--- src/rtl/nco_pkg.sv ---
package nco_pkg;
  typedef struct packed {
    logic fsel;
    logic psel;
    logic clear;
    logic hold;
  } nco_ctrl_t;
endpackage

--- src/rtl/nco_ctrl_mux.sv ---
module nco_ctrl_mux
  import nco_pkg::*;
(
  input  logic      pin_mode,
  input  nco_ctrl_t ctl_bits,
  input  nco_ctrl_t ctl_pins,
  output nco_ctrl_t ctl_eff
);
  // one source set drives all four functions
  always_comb ctl_eff = pin_mode ? ctl_pins : ctl_bits;
endmodule

--- src/rtl/nco_accum.sv ---
module nco_accum #(
  parameter int ACC_W  = 28,
  parameter int ADDR_W = 12
) (
  input  logic              clk,
  input  logic              rst_n,
  input  logic              clear,
  input  logic              hold,
  input  logic [ACC_W-1:0]  inc,
  input  logic [ADDR_W-1:0] ofs,
  output logic [ADDR_W-1:0] addr
);
  logic [ACC_W-1:0] acc;

  always_ff @(posedge clk or negedge rst_n) begin
    if (!rst_n)     acc <= '0;
    else if (clear) acc <= '0;
    else if (!hold) acc <= acc + inc;
  end

  always_comb addr = acc[ACC_W-1 -: ADDR_W] + ofs;

  p_clear_zero_r6: assert property (@(posedge clk) disable iff (!rst_n)
    clear |=> (acc == '0));
  p_hold_stable_r7: assert property (@(posedge clk) disable iff (!rst_n)
    (hold && !clear) |=> $stable(acc));
  p_step_r2: assert property (@(posedge clk) disable iff (!rst_n)
    (!hold && !clear) |=> (acc == $past(acc) + $past(inc)));
endmodule

--- src/rtl/nco_sqr_gen.sv ---
module nco_sqr_gen (
  input  logic clk,
  input  logic rst_n,
  input  logic clear,
  input  logic hold,
  input  logic msb,
  input  logic en,
  input  logic full,
  output logic sqr
);
  logic msb_q, div_q;

  always_ff @(posedge clk or negedge rst_n) begin
    if (!rst_n) begin
      msb_q <= 1'b0;
      div_q <= 1'b0;
    end else if (clear) begin
      msb_q <= 1'b0;
      div_q <= 1'b0;
    end else if (!hold) begin
      msb_q <= msb;
      div_q <= div_q ^ (msb & ~msb_q);
    end
  end

  always_comb sqr = en & (full ? msb : div_q);

  p_div_clear_r11: assert property (@(posedge clk) disable iff (!rst_n)
    clear |=> !div_q);
  p_div_toggle_r10: assert property (@(posedge clk) disable iff (!rst_n)
    (!clear && !hold && msb && !msb_q) |=> (div_q != $past(div_q)));
  p_off_r10: assert property (@(posedge clk) disable iff (!rst_n)
    !en |-> !sqr);
endmodule

--- src/rtl/nco_phase_core.sv ---
module nco_phase_core
  import nco_pkg::*;
#(
  parameter int ACC_W  = 28,
  parameter int ADDR_W = 12
) (
  input  logic              clk,
  input  logic              rst_n,
  input  logic [ACC_W-1:0]  freq_word0,
  input  logic [ACC_W-1:0]  freq_word1,
  input  logic [ADDR_W-1:0] phase_ofs0,
  input  logic [ADDR_W-1:0] phase_ofs1,
  input  logic              pin_mode,
  input  logic              ctl_fsel,
  input  logic              ctl_psel,
  input  logic              ctl_clear,
  input  logic              ctl_hold,
  input  logic              pin_fsel,
  input  logic              pin_psel,
  input  logic              pin_clear,
  input  logic              pin_hold,
  input  logic              sqr_en,
  input  logic              sqr_full,
  output logic [ADDR_W-1:0] phase_addr,
  output logic              sqr_out
);
  localparam int MSB = ADDR_W - 1;

  nco_ctrl_t bits_s, pins_s, eff_s;
  logic [ACC_W-1:0]  inc_s;
  logic [ADDR_W-1:0] ofs_s;

  always_comb begin
    bits_s = '{fsel: ctl_fsel, psel: ctl_psel, clear: ctl_clear, hold: ctl_hold};
    pins_s = '{fsel: pin_fsel, psel: pin_psel, clear: pin_clear, hold: pin_hold};
  end

  nco_ctrl_mux u_mux (
    .pin_mode (pin_mode),
    .ctl_bits (bits_s),
    .ctl_pins (pins_s),
    .ctl_eff  (eff_s)
  );

  // register selection
  always_comb begin
    inc_s = eff_s.fsel ? freq_word1 : freq_word0;
    ofs_s = eff_s.psel ? phase_ofs1 : phase_ofs0;
  end

  nco_accum #(.ACC_W(ACC_W), .ADDR_W(ADDR_W)) u_acc (
    .clk   (clk),
    .rst_n (rst_n),
    .clear (eff_s.clear),
    .hold  (eff_s.hold),
    .inc   (inc_s),
    .ofs   (ofs_s),
    .addr  (phase_addr)
  );

  nco_sqr_gen u_sqr (
    .clk   (clk),
    .rst_n (rst_n),
    .clear (eff_s.clear),
    .hold  (eff_s.hold),
    .msb   (phase_addr[MSB]),
    .en    (sqr_en),
    .full  (sqr_full),
    .sqr   (sqr_out)
  );

  p_full_msb_r9: assert property (@(posedge clk) disable iff (!rst_n)
    (sqr_en && sqr_full) |-> (sqr_out == phase_addr[MSB]));
endmodule

--- config.mk ---
export PLATFORM = sky130hd
export DESIGN_NAME = nco_phase_core
export DESIGN_NICKNAME = d
export VERILOG_FILES = /design/src/rtl/nco_pkg.sv /design/src/rtl/nco_ctrl_mux.sv /design/src/rtl/nco_accum.sv /design/src/rtl/nco_sqr_gen.sv /design/src/rtl/nco_phase_core.sv
export SDC_FILE = /design/constraint.sdc
export NUM_CORES = 1
export LEC_CHECK = 0
export ABC_CLOCK_PERIOD_IN_PS = 8189
export BUFFER_PORTS_ARGS = -buffer_cell sky130_fd_sc_hd__buf_2
export CAP_MARGIN = 20
export CORE_MARGIN = 8
export CORE_UTILIZATION = 58
export CTS_BUF_LIST = sky130_fd_sc_hd__clkbuf_16
export DETAILED_ROUTE_END_ITERATION = 16
export PLACE_DENSITY = 0.88
export SLEW_MARGIN = 40
export SYNTH_ARGS = -nofsm -noshare
export SYNTH_HDL_FRONTEND = slang
export SYNTH_SLANG_ARGS = --single-unit
--- constraint.sdc ---
create_clock -name clk -period 8.19 [get_ports clk]
set_input_delay 1.2285 -clock clk [delete_from_list [all_inputs] [get_ports clk]]
set_output_delay 1.2285 -clock clk [all_outputs]
set_load 0.01 [all_outputs]
==> results.sh <==
export IMPL_status="finished clean"
export IMPL_max_freq_mhz=170
export IMPL_nets=699
export IMPL_highest_layer="met4"
export IMPL_relSlewSlack_pct=45.4
export IMPL_antenna_cells=0
export IMPL_dr_total_vias=3933
export IMPL_r2r_slack_ns=5.07
export IMPL_dr_wl_met2_um=5450
export IMPL_worst_pin_slew_ns=0.804
export IMPL_cts_buffers_inserted=5
export IMPL_drc_errors=0
export IMPL_yosysWarnings=0
export IMPL_num_rows=29
export IMPL_place_ws_ns=2.32
export IMPL_worstPathRequired_ns=6.96
export IMPL_clkLatencyLatePin_ns=0.27
export IMPL_path_class="input port to primary output"
export IMPL_core_sq_um=6310
export IMPL_postSynth_asyncResetShare_pct=100
export IMPL_grt_pass1_wl_um=17400
export IMPL_slowest_delay_ns=0.72
export IMPL_path_clk_slew_ns=0.05
export IMPL_ff2ff_path_depth=10
export IMPL_syn_nets=602
export IMPL_post_cts_resized=0
export IMPL_synthCells=466
export IMPL_worstSetupEndpointType="primary output"
export IMPL_total_power_mw=1.01
export IMPL_clock_path_buffers=2
export IMPL_final_area_sq_um=4490
export IMPL_drtIter0Drc=296
export IMPL_rsz0062_at_grt="no"
export IMPL_seq_area_frac_synth_pct=20.0
export IMPL_cp_endpoint="phase_addr[10]"
export IMPL_wl_met3_um=871
export IMPL_post_synth_instance_area_sq_um=3760
export IMPL_cts_tree="done"
export IMPL_vdd_drop_max_uv=129
export IMPL_hold_class="register to register"
export IMPL_antenna_found_initial=0
export IMPL_path_cells="buf_2, mux2i_2, mux2_2, ha_1, inv_1, fa_1, nor2b_1, o21ai_0, a21boi_0, o21ai_0, a21oi_1, and4b_1, or3_1, buf_2"
export IMPL_crit_cells=14
export IMPL_area_growth_syn_to_layout_pct=19.5
export IMPL_worstPathArrival_ns=4.64
export IMPL_wl_met1_um=4380
export IMPL_first_global_vias=3942
export IMPL_synth_seq_cells=30
export IMPL_synth_cell_type_count=56
export IMPL_synth_flop_cell="dfrtp_1"
export IMPL_die_y_um=96.5
export IMPL_grt_overflow_total=0
export IMPL_groute_usage_overall_pct=23.2
export IMPL_die_area_sq_um=9310
export IMPL_wl_per_cell_um=17.1
export IMPL_start_util_pct=59.5
export IMPL_vias_per_cell=6.14
export IMPL_synth_avg_cell_area_sq_um=8.07
export IMPL_cts_hold_buffers=0
export IMPL_postRouteAntennaNets=0
export IMPL_fin_crit_sh_pct=71.7
export IMPL_fin_setup_tns_ns=0
export IMPL_crit_slowest_cell="mux2i_2"
export IMPL_report_final_slew_viol_count=0
export IMPL_io_pins=106
export IMPL_critPathMaxFanout=12
export IMPL_r2r_end="u_acc.acc[20]"
export IMPL_setup_viol=0
export IMPL_p_leak_nw=2.28
export IMPL_finalCriticalPeriod_ns=5.87
export IMPL_clock_sinks=30
export IMPL_crit_family="multiplexers"
export IMPL_crit_buf_inv=3
export IMPL_worst_slack_ns=2.32
export IMPL_start_kind="input port"
export IMPL_drive_above_1_share_pct=29.1
export IMPL_postCtsSetupBuffers=0
export IMPL_grt_max_degree=31
export IMPL_timing_rr_start="u_acc.acc[0]"
export IMPL_cts_root_buffer="clkbuf_16"
export IMPL_routabilityCongestion=0.948
export IMPL_final_hold_violation_count=0
export IMPL_skew_ns=0.00689
export IMPL_powerDensity_nw_per_um2=224
export IMPL_drt_pass1_iter_count=5
export IMPL_port_buffers=105
export IMPL_drv_cap=0
export IMPL_placed_area_sq_um=4350
export IMPL_die_w_um=96.5
export IMPL_synth_edff_count=0
export IMPL_cts_htree_levels=2
export IMPL_dp_hpwl_um=8760
export IMPL_worstSetupStartpoint="pin_mode"
export IMPL_routed_wl_um=11000
synthesized netlist by cell type, types with 6 or more instances:
library cell / n / area share (%)
nor2_1: 34 / 3.4
nand4_1: 7 / 1.2
xnor2_1: 13 / 3.0
nand3_1: 12 / 1.6
inv_1: 17 / 1.7
nor3_1: 8 / 1.1
xor2_1: 13 / 3.0
clkbuf_1: 11 / 1.1
a221oi_1: 6 / 1.4
a21o_1: 15 / 3.0
a21oi_1: 45 / 6.0
or3_1: 9 / 1.5
dfrtp_1: 30 / 20
ha_1: 41 / 14
o21ai_0: 30 / 4.0
mux2_2: 40 / 12
nand2_1: 58 / 5.8
mux2i_1: 7 / 1.9
sequential cells by signal (all words and copies together) (netlist names):
register and count:
u_acc.acc 28, u_sqr.div_q 1, u_sqr.msb_q 1
cell type report:
class | instances | area (sq um)
Tap cell | 77 | 96.3
Sequential cell | 30 | 751
Clock inverter | 3 | 16.3
Multi-Input combinational cell | 402 | 2880
Timing Repair Buffer | 107 | 561
Clock buffer | 5 | 125
Fill cell | 498 | 1820
Inverter | 17 | 63.8
cell usage in the layout (no fill, tap or decap), drive strengths merged, types with 3 or more instances in the layout:
cell type	n
o21bai	3
a21oi	45
mux2i	8
nor3	8
dfrtp	30
nand2b	5
nand4	7
xor2	13
nand3b	3
or2	3
a221oi	6
buf	107
clkbuf	5
or3	9
ha	41
a211oi	5
a31oi	4
nor2	34
mux2	40
and2	4
nand3	12
nand2	58
and3	3
inv	17
a21o	15
nor2b	4
xnor2	13
o21ai	30
routing by layer:
| metal | up-vias | GRT usage (%) |
|---|---|---|
| met5 | - | 0 |
| met1 | 1833 | 26.8 |
| met3 | 27 | 3.48 |
| met4 | 0 | 8.32 |
| met2 | 178 | 42.0 |
| li1 | 1895 | - |
worst min path at each step:
stage	start	to	slack (ns)	depth (start not counted)
2_1_floorplan	u_acc.acc[12]	u_acc.acc[12]	0.46	2
3_3_place_gp	u_acc.acc[15]	u_acc.acc[15]	0.47	2
3_5_place_dp	u_acc.acc[15]	u_acc.acc[15]	0.48	2
4_1_cts	u_acc.acc[15]	u_acc.acc[15]	0.50	2
5_1_grt	u_acc.acc[15]	u_acc.acc[15]	0.51	2
6_report	u_acc.acc[15]	u_acc.acc[15]	0.49	2
worst register-to-register path, delay by kind of cell (launching register included):
| family | cells | cell delay (ns) |
|---|---|---|
| flip-flops | 1 | 0.34 |
| adder cells (fa/ha/maj) | 2 | 0.58 |
| AO/OA/AOI/OAI | 5 | 1.64 |
| AND/OR/NAND/NOR | 1 | 0.22 |
| multiplexers | 1 | 0.17 |
| buffers and inverters | 1 | 0.05 |
per-stage QoR:
step | std cells | util (%) | hold slack, ns
2_1_floorplan | 466 | - | 0.456
3_3_place_gp | 632 | 68.3 | 0.472
4_1_cts | 641 | 71.2 | 0.497
5_1_grt | 641 | 71.2 | 0.508
3_5_place_dp | 633 | 68.9 | 0.485
6_report | 641 | 71.2 | 0.492
report_power, final:
group / internal, mW / switching (mW)
sequential: 0.183 / 0.0302
combinational: 0.265 / 0.351
clock: 0.111 / 0.0665
total: 0.559 / 0.447
kinds of logic after synthesis:
group                      share of synthesized area [%]
buffers and inverters                               3.76
AOI/OAI and AO/OA                                   21.4
and+or+nand+nor                                     19.6
xor gates and xnor gates                            6.06
muxes                                               14.4
DFF                                                 20.0
adders and majority gates                           14.7
Power figures use the tool's default switching activity.
